**config.mk**
```make
export PLATFORM = sky130hd
export DESIGN_NAME = sdram_cmd_front
export DESIGN_NICKNAME = d
export VERILOG_FILES = /design/src/rtl/sdram_cmd_pkg.sv /design/src/rtl/sdram_cke_gate.sv /design/src/rtl/sdram_cmd_decode.sv /design/src/rtl/sdram_cmd_front.sv
export SDC_FILE = /design/constraint.sdc
export NUM_CORES = 1
export LEC_CHECK = 0
export ABC_CLOCK_PERIOD_IN_PS = 1400
export CORE_MARGIN = 1.5
export CORE_UTILIZATION = 39
export DETAILED_ROUTE_END_ITERATION = 6
export PLACE_DENSITY_LB_ADDON = 0.05
export SETUP_SLACK_MARGIN = 0.1
export SYNTH_ARGS = -nofsm -noshare
export SYNTH_HDL_FRONTEND = slang
export SYNTH_SLANG_ARGS = --single-unit
```
**constraint.sdc**
```tcl
create_clock -name clk -period 1.4 [get_ports clk]
set_input_delay 0.28 -clock clk [delete_from_list [all_inputs] [get_ports clk]]
set_output_delay 0.28 -clock clk [all_outputs]
set_load 0.005 [all_outputs]
```
**src/rtl/sdram_cmd_pkg.sv**
```systemverilog
package sdram_cmd_pkg;

    localparam int NUM_CMDS = 8;

    typedef enum logic [2:0] {
        CMD_NOP   = 3'd0,
        CMD_DESEL = 3'd1,
        CMD_MRS   = 3'd2,
        CMD_ACT   = 3'd3,
        CMD_READ  = 3'd4,
        CMD_WRITE = 3'd5,
        CMD_PRE   = 3'd6,
        CMD_REF   = 3'd7
    } cmd_idx_e;

    typedef struct packed {
        logic cs_n;
        logic ras_n;
        logic cas_n;
        logic we_n;
    } strobe_t;

    function automatic cmd_idx_e decode_strobes(input strobe_t s);
        cmd_idx_e c;
        if (s.cs_n) begin
            c = CMD_DESEL;
        end else begin
            case ({s.ras_n, s.cas_n, s.we_n})
                3'b000:  c = CMD_MRS;
                3'b011:  c = CMD_ACT;
                3'b101:  c = CMD_READ;
                3'b100:  c = CMD_WRITE;
                3'b010:  c = CMD_PRE;
                3'b001:  c = CMD_REF;
                default: c = CMD_NOP;   // 111 and burst stop 110
            endcase
        end
        return c;
    endfunction

    function automatic logic [NUM_CMDS-1:0] to_onehot(input cmd_idx_e c);
        logic [NUM_CMDS-1:0] v;
        v = '0;
        v[c] = 1'b1;
        return v;
    endfunction

endpackage

```
**src/rtl/sdram_cke_gate.sv**
```systemverilog
module sdram_cke_gate (
    input  logic clk,
    input  logic rst,
    input  logic cke,
    input  logic banks_idle,
    output logic clk_en,
    output logic power_down
);

    logic cke_q;
    logic pd_q;

    always_ff @(posedge clk) begin
        if (rst) begin
            cke_q <= 1'b1;
            pd_q  <= 1'b0;
        end else begin
            cke_q <= cke;
            if (cke) begin
                pd_q <= 1'b0;
            end else if (cke_q && banks_idle) begin
                pd_q <= 1'b1;
            end
        end
    end

    assign clk_en     = cke_q;
    assign power_down = pd_q;

    // entry on an accepted falling sample with idle banks
    p_pd_entry_r7: assert property (@(posedge clk) disable iff (rst)
        (clk_en && !cke && banks_idle) |=> power_down);

    // held while cke stays low
    p_pd_hold_r7: assert property (@(posedge clk) disable iff (rst)
        (power_down && !cke) |=> power_down);

    // a high sample leaves power-down and re-enables
    p_pd_exit_r8: assert property (@(posedge clk) disable iff (rst)
        cke |=> (!power_down && clk_en));

    // never power-down without a suspended clock
    p_pd_implies_off_r7: assert property (@(posedge clk) disable iff (rst)
        power_down |-> !clk_en);

endmodule

```
**src/rtl/sdram_cmd_decode.sv**
```systemverilog
module sdram_cmd_decode
    import sdram_cmd_pkg::*;
#(
    parameter int ADDR_W = 13,
    parameter int BANK_W = 2
) (
    input  logic                clk,
    input  logic                rst,
    input  logic                accept,
    input  strobe_t             strobes,
    input  logic [ADDR_W-1:0]   addr,
    input  logic [BANK_W-1:0]   ba,
    output logic [NUM_CMDS-1:0] cmd_onehot,
    output logic [ADDR_W-1:0]   cmd_addr,
    output logic [BANK_W-1:0]   cmd_bank
);

    cmd_idx_e            dec;
    logic [NUM_CMDS-1:0] cmd_q;
    logic [ADDR_W-1:0]   addr_q;
    logic [BANK_W-1:0]   bank_q;
    logic                latch_addr;

    always_comb begin
        dec        = decode_strobes(strobes);
        latch_addr = accept && !strobes.cs_n;
    end

    always_ff @(posedge clk) begin
        if (rst) begin
            cmd_q  <= '0;
            addr_q <= '0;
            bank_q <= '0;
        end else begin
            cmd_q <= accept ? to_onehot(dec) : '0;
            if (latch_addr) begin
                addr_q <= addr;
                bank_q <= ba;
            end
        end
    end

    assign cmd_onehot = cmd_q;
    assign cmd_addr   = addr_q;
    assign cmd_bank   = bank_q;

    // exactly one pulse per accepted edge
    p_one_cmd_r6: assert property (@(posedge clk) disable iff (rst)
        accept |=> ($countones(cmd_onehot) == 1));

    // silence and frozen address on refused edges
    p_mute_r5: assert property (@(posedge clk) disable iff (rst)
        !accept |=> (cmd_onehot == '0 && $stable(cmd_addr) && $stable(cmd_bank)));

    // deselect leaves the captured address alone
    p_desel_hold_r3: assert property (@(posedge clk) disable iff (rst)
        (accept && strobes.cs_n) |=> ($stable(cmd_addr) && cmd_onehot[CMD_DESEL]));

endmodule

```
**src/rtl/sdram_cmd_front.sv**
```systemverilog
module sdram_cmd_front
    import sdram_cmd_pkg::*;
#(
    parameter int ADDR_W = 13,
    parameter int BANK_W = 2
) (
    input  logic                clk,
    input  logic                rst,
    input  logic                cke,
    input  logic                cs_n,
    input  logic                ras_n,
    input  logic                cas_n,
    input  logic                we_n,
    input  logic [ADDR_W-1:0]   addr,
    input  logic [BANK_W-1:0]   ba,
    input  logic                banks_idle,
    output logic [NUM_CMDS-1:0] cmd_onehot,
    output logic [ADDR_W-1:0]   cmd_addr,
    output logic [BANK_W-1:0]   cmd_bank,
    output logic                clk_en,
    output logic                power_down
);

    strobe_t strobes;

    always_comb begin
        strobes.cs_n  = cs_n;
        strobes.ras_n = ras_n;
        strobes.cas_n = cas_n;
        strobes.we_n  = we_n;
    end

    sdram_cke_gate u_gate (
        .clk        (clk),
        .rst        (rst),
        .cke        (cke),
        .banks_idle (banks_idle),
        .clk_en     (clk_en),
        .power_down (power_down)
    );

    sdram_cmd_decode #(
        .ADDR_W (ADDR_W),
        .BANK_W (BANK_W)
    ) u_dec (
        .clk        (clk),
        .rst        (rst),
        .accept     (clk_en),
        .strobes    (strobes),
        .addr       (addr),
        .ba         (ba),
        .cmd_onehot (cmd_onehot),
        .cmd_addr   (cmd_addr),
        .cmd_bank   (cmd_bank)
    );

    // a low sample on an accepted edge still yields a command, then silence
    p_fall_edge_r4: assert property (@(posedge clk) disable iff (rst)
        (clk_en && !cke) |=> (!clk_en && $onehot(cmd_onehot)));

    // mode register set comes only from an all-low selected pattern
    p_mrs_src_r2: assert property (@(posedge clk) disable iff (rst)
        (clk_en && !cs_n && !ras_n && !cas_n && !we_n) |=> cmd_onehot[CMD_MRS]);

endmodule

```
==> results.py <==
metrics = {
    "timing": {
        "skew_ns": 0.003008,
        "whs_ns": 0.4773,
        "maxSlewViolCount": 0,
        "finalCritPeriodShare_pct": 86.57,
        "setup_viol_count_final": 0,
        "final_hold_viol_count": 0,
        "worst_slew_pin_slew_ns": 0.2387,
        "tns_ns": 0,
        "fmax_ghz": 0.8251,
        "grt_setup_unrepaired": "no",
        "post-route-min-period_ns": 1.212,
        "relSlewSlack_pct": 84.09,
    },
    "clock_tree": {
        "cts_tree": "built",
        "clk_pin_slew_ns": 0.13,
        "cts_root_buf": "clkbuf_4",
        "cts.htree.levels": 1,
        "cts_buffers": 3,
        "cts_buffer_depth": 2,
        "insertion_delay_ns": 0.31,
        "cts.sinks": 25,
    },
    "power_and_ir_drop": {
        "peakVddDrop_mv": 0.4897,
        "cellPowerDensity_nw_per_um2": 846.0,
        "p_leak_nw": 0.6703,
    },
    "yosys": {
        "synth_top_area_share_pct": 51.48,
        "syn_area_per_cell_um2": 10.34,
        "ys_ff_latch": 25,
        "ys_seq_area_share_pct": 51.48,
        "synth.area.top_cells": "dfxtp_1 (51%), nand4bb_1 (19%), nand2b_1 (10%)",
        "synth_nets": 117,
        "synth_cell_type_count": 16,
        "netlist_area_um2": 972.2,
        "yosysWarningCount": 0,
        "synth_cells": 94,
        "yosys.area.top_type": "dfxtp_1",
    },
    "global_routing": {
        "grt_pass1_vias": 831,
        "grt_pass1_wl_um": 3670,
        "antenna_found_initial": 0,
        "grt_overflow": 0,
        "grt_max_degree": 34,
        "track_usage_pct": 18.02,
    },
    "route": {
        "drcViolationCount": 0,
        "dr_total_vias": 858,
        "dr_wl_met2_um": 1032,
        "firstDrtPassIters": 4,
        "final_antenna_net_count": 0,
        "wl_met1_um": 1080,
        "drt_wl_total_um": 2264,
        "drtIter0Drc": 12,
        "top_layer": "met4",
        "post_drt_wl_per_cell_um": 12.79,
        "vias_per_cell": 4.847,
        "wl_met3_um": 134,
    },
    "final_layout": {
        "final_common_cell": "dlygate4sd2_1",
        "drive_above_1_share_pct": 22.82,
        "fillers": 194,
        "final-instance-count-excl-fill": 177,
        "areaGrowthSynthToFinish_pct": 58.94,
        "fin_area_um2": 1545,
        "nets": 173,
        "final_cell_mix": "dlygate4sd2_1 (25), clkdlybuf4s50_1 (22), dfxtp_2 (17)",
        "antenna_cells": 0,
    },
    "setup_path": {
        "required_ns": 1.64,
        "critPathCaptureType": "register",
        "cp_slowest_cell": "or4b_4",
        "critPathMaxFanout": 4,
        "crit_arrival_ns": 1.45,
        "cp_top_family": "simple AND/OR/NAND/NOR gates",
        "critPathKind": "in2reg",
        "max_stage_delay_ns": 0.57,
        "critical_path_buf_inv_count": 1,
        "crit_chain": "clkdlybuf4s50_1 -> or4b_4 -> nor3_1",
        "start_kind": "primary input",
        "r2r_slack_ns": 0.20,
    },
    "flow_run": {
        "drv_cap": 0,
    },
    "placed_design": {
        "place_congestion": 0.7138,
        "placed_cells": 168,
        "io_buffers": 47,
        "postPlaceCellArea_um2": 1488,
        "dp_hpwl_um": 1574,
    },
    "floorplan": {
        "fp.dieH_um": 52.93,
        "die-area_um2": 2801,
        "die_w_um": 52.93,
        "start_util_pct": 42.72,
        "ioPinCount": 48,
        "design.core.area_um2": 2276,
        "rows": 17,
    },
    "run_status": {
        "status": "finished, final reports clean",
    },
    "hold_path": {
        "hp-class": "reg2reg",
    },
}
-- cell type report --
type	instances	area [µm²]	share of cell area (%)
Clock buffer	4	26.28	1.700
Inverter	1	3.754	0.2429
Multi-Input combinational cell	61	432.9	28.02
Sequential cell	25	525.5	34.01
Tap cell	28	35.03	2.267
Timing Repair Buffer	58	521.8	33.77
-- worst min-delay path, delay by kind of cell, from the launching register on --
family | cells | cell delay, ns
AOI/OAI and AO/OA | 1 | 0.04
and+or+nand+nor | 1 | 0.07
DFF | 1 | 0.35
-- path summary, 6_finish.rpt --
path | start | end | cells after the start
worst max-delay path | ras_n | u_dec.cmd_onehot[2] | 3
worst max register to register | u_gate.clk_en | u_dec.cmd_onehot[2] | 3
worst min-delay path | u_gate.power_down | u_gate.power_down | 2
worst min register to register | u_gate.power_down | u_gate.power_down | 2
-- cells by family after synthesis --
group,synth area share [%]
AOI/OAI and AO/OA,8.236
DFF,51.48
and+or+nand+nor,36.29
buffers and inverters,3.989
-- state kept, by name, summed over array words and instances, names as in the netlist --
signal and count:
u_dec.cmd_bank 2, u_dec.cmd_onehot 8, u_dec.cmd_addr 13, u_gate.clk_en 1
u_gate.power_down 1
-- per-stage QoR --
| stage | total power (W) | utilization, % | setup slack, ns |
|---|---|---|---|
| floorplan | 0.0008572 | - | 0.2587 |
| global placement | 0.001011 | 65.37 | -0.07386 |
| detailed placement | 0.001015 | 65.37 | -0.1504 |
| CTS | 0.001322 | 67.89 | 0.1790 |
| global route | 0.001375 | 67.89 | 0.1317 |
| finish | 0.001307 | 67.89 | 0.1880 |
-- cells in the mapped netlist --
library cell	count
and3b_1	1
clkbuf_1	5
or2_2	1
inv_1	1
buf_2	1
nor3_1	3
buf_6	1
nand2b_1	16
nand2_1	1
nor2_1	5
a21oi_1	1
dfxtp_1	25
nor2b_1	1
o21ai_0	15
or4b_4	1
nand4bb_1	16
-- power breakdown --
part           internal (W)  switching, W
registers          0.000749     0.0000146
clock network      0.000111      0.000205
logic              0.000146     0.0000810
total               0.00101      0.000301
-- what timing repair did --
item | CTS | global route
hold buffers | 0 | 0
resized for setup | 44 | 0
setup endpoints to repair | 25 | 0
buffers inserted | 5 | 0
hold endpoints to repair | 0 | 0
-- routing by layer --
| metal | track usage [%] | up-vias |
|---|---|---|
| met5 | 0 | - |
| met4 | 7.692 | 0 |
| met3 | 3.390 | 2 |
| met2 | 27.92 | 27 |
| met1 | 24.38 | 388 |
| li1 | - | 441 |
(Power assumes the default switching activity.)
